`config.mk`:
```
export PLATFORM = sky130hd
export DESIGN_NAME = sdb_xfer_engine
export DESIGN_NICKNAME = d
export VERILOG_FILES = /design/src/rtl/sdb_pkg.sv /design/src/rtl/sdb_count.sv /design/src/rtl/sdb_obuf.sv /design/src/rtl/sdb_xfer_engine.sv
export SDC_FILE = /design/constraint.sdc
export NUM_CORES = 1
export LEC_CHECK = 0
export BUFFER_PORTS_ARGS = -buffer_cell sky130_fd_sc_hd__buf_4
export CAP_MARGIN = 20
export CORE_UTILIZATION = 55
export DETAILED_ROUTE_END_ITERATION = 10
export PLACE_DENSITY_LB_ADDON = 0.15
export SLEW_MARGIN = 0
export SYNTH_ARGS = -nofsm -noshare
export SYNTH_HDL_FRONTEND = slang
export SYNTH_HIERARCHICAL = 1
export SYNTH_SLANG_ARGS = --single-unit
export TNS_END_PERCENT = 100
```
`constraint.sdc`:
```
create_clock -name clk -period 13.3 [get_ports clk]
set_clock_uncertainty 0.1 [all_clocks]
set_input_delay 2.66 -clock clk [delete_from_list [all_inputs] [get_ports clk]]
set_output_delay 2.66 -clock clk [all_outputs]
set_load 0.01 [all_outputs]
```
`src/rtl/sdb_pkg.sv`:
```
package sdb_pkg;
  typedef enum logic [1:0] {
    STS_OK      = 2'd0,
    STS_ERRTOK  = 2'd1,
    STS_TIMEOUT = 2'd2,
    STS_REJECT  = 2'd3
  } sdb_sts_e;

  typedef enum logic [4:0] {
    S_IDLE, S_HUNT, S_RDX, S_RCRC, S_CMD, S_STUFF, S_R1, S_BUSY,
    S_GAP, S_TOK, S_WFETCH, S_WDX, S_WCRC, S_RESP, S_STOPTOK, S_STOPGAP
  } sdb_state_e;

  localparam logic [7:0] FILL_BYTE  = 8'hFF;
  localparam logic [7:0] TOK_SINGLE = 8'hFE;
  localparam logic [7:0] TOK_MULTI  = 8'hFC;
  localparam logic [7:0] TOK_STOP   = 8'hFD;

  // top three bits clear marks a read error token
  function automatic logic is_err_token(input logic [7:0] b);
    return b[7:5] == 3'b000;
  endfunction

  // data response accepted code in the low five bits
  function automatic logic resp_accepted(input logic [7:0] b);
    return b[4:0] == 5'b00101;
  endfunction

  // six-byte stop command frame (index 12, zero argument, fixed check byte)
  function automatic logic [7:0] stop_cmd_byte(input logic [2:0] idx);
    case (idx)
      3'd0:    return 8'h40 | 8'd12;
      3'd5:    return 8'h61;
      default: return 8'h00;
    endcase
  endfunction
endpackage

```
`src/rtl/sdb_count.sv`:
```
module sdb_count #(
  parameter int W = 8
) (
  input  logic         clk,
  input  logic         rst_n,
  input  logic         clr,
  input  logic         inc,
  output logic [W-1:0] cnt
);
  always_ff @(posedge clk) begin
    if (!rst_n)   cnt <= '0;
    else if (clr) cnt <= '0;
    else if (inc) cnt <= cnt + W'(1);
  end
endmodule

```
`src/rtl/sdb_obuf.sv`:
```
module sdb_obuf #(
  parameter int DW = 8
) (
  input  logic          clk,
  input  logic          rst_n,
  input  logic          load,
  input  logic [DW-1:0] din,
  input  logic          ready,
  output logic          valid,
  output logic [DW-1:0] dout
);
  always_ff @(posedge clk) begin
    if (!rst_n) begin
      valid <= 1'b0;
      dout  <= '0;
    end else if (load) begin
      valid <= 1'b1;
      dout  <= din;
    end else if (valid && ready) begin
      valid <= 1'b0;
    end
  end
endmodule

```
`src/rtl/sdb_xfer_engine.sv`:
```
module sdb_xfer_engine
  import sdb_pkg::*;
#(
  parameter int LONG_LEN    = 512,
  parameter int SHORT_LEN   = 16,
  parameter int TOKEN_LIMIT = 1024,
  parameter int BUSY_LIMIT  = 65535
) (
  input  logic       clk,
  input  logic       rst_n,
  input  logic       start,
  input  logic       op_write,
  input  logic       op_multi,
  input  logic       op_short,
  input  logic       stop_req,
  output logic       busy,
  output logic       done,
  output logic [1:0] status,
  output logic [7:0] err_tok,
  output logic [7:0] rd_data,
  output logic       rd_valid,
  input  logic       rd_ready,
  input  logic [7:0] wr_data,
  input  logic       wr_valid,
  output logic       wr_ready,
  output logic       xfer_req,
  output logic [7:0] xfer_tx,
  input  logic       xfer_ack,
  input  logic [7:0] xfer_rx
);
  localparam int MAX_A = (LONG_LEN > TOKEN_LIMIT) ? LONG_LEN : TOKEN_LIMIT;
  localparam int MAXV  = (MAX_A > BUSY_LIMIT) ? MAX_A : BUSY_LIMIT;
  localparam int CW    = $clog2(MAXV + 1);
  localparam logic [CW-1:0] TOK_LAST  = CW'(TOKEN_LIMIT - 1);
  localparam logic [CW-1:0] BUSY_LAST = CW'(BUSY_LIMIT - 1);

  sdb_state_e state, state_n;
  sdb_sts_e   fin_code, sts_q;
  logic       fin, wr_q, multi_q, short_q, stop_pend, fin_pend;
  logic [7:0] wbyte;
  logic [CW-1:0] cnt, pay_last;
  logic       cnt_clr, cnt_inc, load_ob;

  // named internal events for the checker
  logic ev_token, ev_errtok, ev_resp_ok, ev_resp_bad;

  assign pay_last = short_q ? CW'(SHORT_LEN - 1) : CW'(LONG_LEN - 1);

  always_comb begin
    state_n = state; fin = 1'b0; fin_code = STS_OK;
    xfer_req = 1'b0; xfer_tx = FILL_BYTE; wr_ready = 1'b0; load_ob = 1'b0;
    ev_token = 1'b0; ev_errtok = 1'b0; ev_resp_ok = 1'b0; ev_resp_bad = 1'b0;
    case (state)
      S_IDLE: if (start) state_n = op_write ? S_GAP : S_HUNT;
      S_HUNT: begin
        xfer_req = 1'b1;
        if (xfer_ack) begin
          if (xfer_rx == TOK_SINGLE) begin
            state_n = S_RDX; ev_token = 1'b1;
          end else if (is_err_token(xfer_rx)) begin
            fin = 1'b1; fin_code = STS_ERRTOK; ev_errtok = 1'b1;
          end else if (cnt == TOK_LAST) begin
            fin = 1'b1; fin_code = STS_TIMEOUT;
          end
        end
      end
      S_RDX: begin
        xfer_req = !rd_valid;
        if (xfer_ack) begin
          load_ob = 1'b1;
          if (cnt == pay_last) state_n = S_RCRC;
        end
      end
      S_RCRC: begin
        xfer_req = 1'b1;
        if (xfer_ack && cnt == CW'(1)) begin
          if (!multi_q) fin = 1'b1;
          else state_n = stop_pend ? S_CMD : S_HUNT;
        end
      end
      S_CMD: begin
        xfer_req = 1'b1;
        xfer_tx  = stop_cmd_byte(cnt[2:0]);
        if (xfer_ack && cnt == CW'(5)) state_n = S_STUFF;
      end
      S_STUFF: begin
        xfer_req = 1'b1;
        if (xfer_ack) state_n = S_R1;
      end
      S_R1: begin
        xfer_req = 1'b1;
        if (xfer_ack) begin
          if (!xfer_rx[7]) begin
            if (xfer_rx == 8'h00) state_n = S_BUSY;
            else begin fin = 1'b1; fin_code = STS_REJECT; end
          end else if (cnt == TOK_LAST) begin
            fin = 1'b1; fin_code = STS_TIMEOUT;
          end
        end
      end
      S_BUSY: begin
        xfer_req = 1'b1;
        if (xfer_ack) begin
          if (xfer_rx == FILL_BYTE) begin
            if (fin_pend || !multi_q) fin = 1'b1;
            else state_n = stop_pend ? S_STOPTOK : S_TOK;
          end else if (cnt == BUSY_LAST) begin
            fin = 1'b1; fin_code = STS_TIMEOUT;
          end
        end
      end
      S_GAP: begin
        xfer_req = 1'b1;
        if (xfer_ack) state_n = S_TOK;
      end
      S_TOK: begin
        xfer_req = 1'b1;
        xfer_tx  = multi_q ? TOK_MULTI : TOK_SINGLE;
        if (xfer_ack) state_n = S_WFETCH;
      end
      S_WFETCH: begin
        wr_ready = 1'b1;
        if (wr_valid) state_n = S_WDX;
      end
      S_WDX: begin
        xfer_req = 1'b1;
        xfer_tx  = wbyte;
        if (xfer_ack) state_n = (cnt == pay_last) ? S_WCRC : S_WFETCH;
      end
      S_WCRC: begin
        xfer_req = 1'b1;
        if (xfer_ack && cnt == CW'(1)) state_n = S_RESP;
      end
      S_RESP: begin
        xfer_req = 1'b1;
        if (xfer_ack) begin
          if (resp_accepted(xfer_rx)) begin
            state_n = S_BUSY; ev_resp_ok = 1'b1;
          end else begin
            fin = 1'b1; fin_code = STS_REJECT; ev_resp_bad = 1'b1;
          end
        end
      end
      S_STOPTOK: begin
        xfer_req = 1'b1;
        xfer_tx  = TOK_STOP;
        if (xfer_ack) state_n = S_STOPGAP;
      end
      S_STOPGAP: begin
        xfer_req = 1'b1;
        if (xfer_ack) state_n = S_BUSY;
      end
      default: state_n = S_IDLE;
    endcase
    if (fin) state_n = S_IDLE;
  end

  // one counter serves payload index, frame index and poll count
  assign cnt_clr = (state_n != state) &&
                   !((state == S_WFETCH && state_n == S_WDX) ||
                     (state == S_WDX && state_n == S_WFETCH));
  assign cnt_inc = xfer_ack && !cnt_clr;

  sdb_count #(.W(CW)) u_cnt (
    .clk(clk), .rst_n(rst_n), .clr(cnt_clr), .inc(cnt_inc), .cnt(cnt)
  );

  sdb_obuf #(.DW(8)) u_obuf (
    .clk(clk), .rst_n(rst_n), .load(load_ob), .din(xfer_rx),
    .ready(rd_ready), .valid(rd_valid), .dout(rd_data)
  );

  always_ff @(posedge clk) begin
    if (!rst_n) begin
      state <= S_IDLE; wr_q <= 1'b0; multi_q <= 1'b0; short_q <= 1'b0;
      stop_pend <= 1'b0; fin_pend <= 1'b0; wbyte <= '0;
      done <= 1'b0; sts_q <= STS_OK; err_tok <= '0;
    end else begin
      state <= state_n;
      done  <= fin;
      if (fin) sts_q <= fin_code;
      if (ev_errtok) err_tok <= xfer_rx;
      if (state == S_IDLE && start) begin
        wr_q <= op_write; multi_q <= op_multi; short_q <= op_short;
        stop_pend <= 1'b0; fin_pend <= 1'b0;
      end else if (stop_req) begin
        stop_pend <= 1'b1;
      end
      if (state_n == S_CMD || state_n == S_STOPTOK) fin_pend <= 1'b1;
      if (state == S_WFETCH && wr_valid) wbyte <= wr_data;
    end
  end

  assign busy   = (state != S_IDLE);
  assign status = sts_q;

  logic unused_wr;
  assign unused_wr = wr_q;
endmodule

```
After elaboration in Yosys (flattened, before gate mapping)
Cells that the tools add are included.
W data, S select, Z words.

cells by class
  add/sub/neg operators = 1
  equality and inequality tests = 29
  muxes and demuxes = 75
  reductions and logical operators = 26
  bitwise gates (word level) = 1

operator list
  operator                 number
  $mux W5                  25
  $pmux W5 S16             1
  $eq A5 B4 Y1 const B     11
  $pmux W8 S4              1
  $eq A5 B3 Y1 const B     6
  $mux W1                  26
  $mux W2                  13
  $add A16 B1 Y16 const B  1
  $eq A16 B1 Y1 const B    1
  $eq A16 B10 Y1 const B   1
  $eq A16 B16 Y1 const B   1
  $eq A16 B3 Y1 const B    1
  $eq A16 B9 Y1            1
  $eq A8 B8 Y1 const B     2
  $pmux W7 S2              1
  $reduce_or A13 Y1        1
  $eq A5 B2 Y1 const B     2
  $logic_and A1 B1 Y1      9
  $mux W3                  3
  $mux W9                  1
  $logic_not A8 Y1         1
  $pmux W2 S4              1
  $logic_not A3 Y1         2
  $eq A5 B1 Y1 const B     1
  12 further kinds         19

storage, ports and cells
  output and inout port bits = 31
  bits in registers = 53

Longest topological paths before layout
  depth in word-level cells = 14
  gate-level depth with buffers = 15
  gate-level depth less buffers = 13

By module
The synthesis kept the hierarchy.

modules (own cells, without submodules)
  module           seq. area each (um2)  area an instance (um2)  instances  cells an instance
  sdb_xfer_engine  560.5                 2110.8                  1          282
  sdb_count        320.3                 708.2                   1          82
  sdb_obuf         180.2                 335.3                   1          28

Least setup slack after synthesis
Ideal clock, no wire load.

  path type = input to register
  start = input xfer_rx[7]
  end = register u_cnt.cnt[13]
  data arrival time = 5870 ps
  cell stages on the path = 13
  setup time = 116 ps
  path buffers = 0
  path slack = 7213 ps
  cells stage by stage = or4_4 a2111oi_4 a211oi_2 a21oi_2 a21oi_2 or2_4 or4_4 a21oi_1 a31o_1 nand4_1 nor4_1 a31oi_1 a41o_1

between the ends
  longest elaborated chain between the ends = 13
  elaborated cells between the ends (all ways) = 33

RTL lines
  element                                               line                                            source
  start, declared                                       sdb_xfer_engine.sv:29                           input logic [7:0] xfer_rx
  $logic_not A8 Y1 or $logic_not A3 Y1 (tied branches)  sdb_xfer_engine.sv:94, sdb_pkg.sv:21
  $mux W5 (tied with other cells)                       sdb_xfer_engine.sv:94                           if (xfer_rx == 8'h00) state_n = S_BUSY;
  $mux W5 (tied with other cells)                       sdb_xfer_engine.sv:93                           if (!xfer_rx[7]) begin
  $mux W5 (tied with other cells)                       sdb_xfer_engine.sv:92                           if (xfer_ack) begin
  $pmux W5 S16 or $pmux W1 S5 (tied branches)           sdb_xfer_engine.sv:53                           case (state)
  $mux W5 (*)                                           sdb_xfer_engine.sv:155                          if (fin) state_n = S_IDLE;
  $eq A5 B4 Y1 (on tied branches)                       sdb_xfer_engine.sv:160, sdb_xfer_engine.sv:161
  $logic_and A1 B1 Y1 (on tied branches)                sdb_xfer_engine.sv:160, sdb_xfer_engine.sv:161
  $logic_or A1 B1 Y1                                    sdb_xfer_engine.sv:160                          !((state == S_WFETCH && state_n == S_WDX) ||
  $logic_not A1 Y1                                      sdb_xfer_engine.sv:160
  $logic_and A1 B1 Y1 (*)                               sdb_xfer_engine.sv:159                          assign cnt_clr = (state_n != state) &&
  $logic_not A1 Y1 (*)                                  sdb_xfer_engine.sv:162                          assign cnt_inc = xfer_ack && !cnt_clr;
  $logic_and A1 B1 Y1 (*)                               sdb_xfer_engine.sv:162
  via cnt_inc                                           sdb_xfer_engine.sv:42                           logic cnt_clr, cnt_inc, load_ob;
  end signal, assigned                                  sdb_count.sv:13                                 else if (inc) cnt <= cnt + W'(1);
  end, declared                                         sdb_count.sv:8                                  output logic [W-1:0] cnt

The timed path passes the listed nets; every way through them passes the cells marked *.
A chain may end at the register's enable or synchronous reset.

Worst setup path after layout
Ends and elaborated chain as after synthesis.

==> run metrics <==
Die Area 0.006042 mm²; final setup fails 0; non-filler cells, final 510; die height 77.73 µm; max-slew violations 0; share of cells above drive strength 1 18.49%; post_cts resized 0; hold_ws 375.6 ps; clock slew at reported path FFs 100 ps; Clk Latency, worst-skew pair 310 ps; Peak VDD IR 0.00005624 V; Net count, final 465; WP data arrival 6470 ps; IO Port Bufs 56; R2R depth 13; CP Class in2reg; Via Count 3106; largest net degree at the start of global routing 35; diode count 0; I/O pin total 57; Pwr Density 79.70 mW/mm²; wirelength, routed 8.174 mm; Syn-to-layout area delta 17.26%; Slew @ Worst Pin 871.3 ps; CP max-delay cell nor4_1; final setup margin 6943 ps; wire per inst 16.03 µm; Worst Hold Class reg2reg; status finished clean; core area 0.005507 mm²; crit-path most repeated cell a21oi_2; ANT nets after route 0; Max FO, Critical Path 9; vias in the first global route 2880; clock root cell clkbuf_8; reg2reg setup slack 8090 ps; register area share after synthesis 33.64%; RSZ-0062 raised after global routing no; HP Start err_tok[3]; grt ovf 0; Top FF cell, synth dfxtp_1; Max Fclk 0.1573 GHz; CP cell instances buf_4, or4_4, a2111oi_4, a211oi_2, a21oi_2, a21oi_2, or2_4, o31ai_1, and3_1, a31o_1, nand4_1, nor4_1, a31oi_1, a41o_1; synth unique cells 69; number of synthesis warnings 6; Synth Instances 392; hpwl dp 6.034 mm; CP Launch Type input port; Syn Area/Cell 8.047 µm²; dpl cells 503; P_leak 0.001376 µW; mapped cell area 0.003154 mm²; WHS Path Cells 2; GPL Wtd Cong 0.9415; setup TNS 0 ps; Max Cap Violations 0; CTS H-tree depth 2; CTS tree yes; CP peak stage delay 620 ps; first-pass GRT wire length 13.66 mm; Syn Nets 419; First-pass DRT Iterations 5; vias per inst 6.090; worst flop-to-flop path endpoint u_cnt/cnt[13]; pre-CTS setup slack 6657 ps; Post-synth EDFFs 0; Worst Path Required 13410 ps; detailed-route DRC error count 0; Die W 77.73 µm; Synth Register Bits 53; Core Util, Final 67.17%; Hold Path Sink err_tok[3]; Post-synth ARST share 0%; initial antenna violation count 0; Critical path origin xfer_rx[7]; period utilization 47.80%; CTS hold repair buffers 0; Reg-to-Reg Start state[3]; fin crit period 6357 ps; nature of the critical path endpoint flop; clock sink count 53; CTS Buffer Depth 2; final hold violations 0; total track usage 28.13%; # Post-CTS Setup Buffers 0; Initial DRC Count 462; Worst slew margin 41.79%; number of cell rows 27; clock buffers created by TritonCTS 5; Initial Util 57.28%
[worst max path at each step]
stage	to	depth (start not counted)
floorplan	u_cnt/cnt[13]	13
global placement	u_cnt/cnt[13]	14
detailed placement	u_cnt/cnt[13]	14
CTS	u_cnt/cnt[13]	14
global route	u_cnt/cnt[13]	14
finish	u_cnt/cnt[13]	14
[metal layers]
| layer | global-route usage [%] | part of all wire, % |
|---|---|---|
| met4 | 11.13 | 2.4 |
| met1 | 38.19 | 44 |
| met2 | 44.78 | 47 |
| met3 | 4.000 | 7.0 |
| met5 | 0 | 0 |
[layout by cell type, fill, tap and decap left out, drive strengths merged, types with 4 or more instances in the layout]
master,n
nor2b,31
nand2,37
nor3,13
xnor2,12
a31oi,6
mux2i,19
clkbuf,5
o31ai,4
o21a,6
o21ai,8
dfxtp,53
or4,4
inv,10
or3,8
and2,4
nor2,37
a21oi,20
nand3b,7
nand2b,6
nand3,20
and3,11
or2,4
a21boi,7
nand4,4
buf,56
nor4,8
[registers in the layout, summed over array words and instances (netlist names), 2 cells and up]
| name | cells |
|---|---|
| wbyte | 8 |
| state | 5 |
| status | 2 |
| u_cnt/cnt | 16 |
| err_tok | 8 |
| u_obuf/dout | 8 |
[power by group]
group | internal [µW] | total [µW] | switching (µW)
clock | 55.8 | 108 | 52.4
combinational | 11.4 | 24.5 | 13.1
sequential | 160 | 162 | 2.61
[kinds of logic after synthesis]
family                   Yosys count  synth area share (%)
other                              1                0.1189
multiplexers                      19                 6.029
AND/OR/NAND/NOR                  200                 34.47
AO/OA/AOI/OAI                     78                 18.05
flip-flops                        53                 33.64
buffers and inverters             26                 3.411
XOR/XNOR                          14                 3.887
adder cells (fa/ha/maj)            1                0.3966
[per-stage QoR]
stage               instance area [µm²]  power [µW]
detailed placement                 3591       189.8
global route                       3699       307.0
global placement                   3591       189.4
floorplan                          3154       178.1
CTS                                3699       297.2
finish                             3699       294.8
[critical path, delay by kind of cell]
kind / cells / cell delay [ps]
simple gates: 5 / 2020
compound gates: 8 / 1640
buf+inv: 1 / 150
[cells in the mapped netlist, drive strengths merged (6+ instances only)]
library cell	count	area, µm²
and3	11	68.82
xnor2	12	105.1
nor3	13	70.07
inv	9	33.78
o21a	6	45.04
or3	8	52.55
nor2	37	138.9
nor2b	31	193.9
dfxtp	53	1061
mux2i	19	190.2
nand2	37	138.9
nand3	20	100.1
nor4	8	56.30
o21ai	8	40.04
a31oi	6	37.54
a21boi	7	52.55
nand2b	6	37.54
nand3b	7	52.55
a21oi	20	107.6
clkbuf	12	45.04
[cell type report]
class | instances | area [µm²]
repair buffers | 56 | 420.4
clock inverters | 2 | 38.79
clock buffers | 5 | 68.82
fillers | 482 | 1808
flip-flops and latches | 53 | 1061
inverters | 9 | 33.78
multi-input cells | 313 | 1986
well taps | 72 | 90.09
No activity file was read; power rests on OpenSTA's default activity.
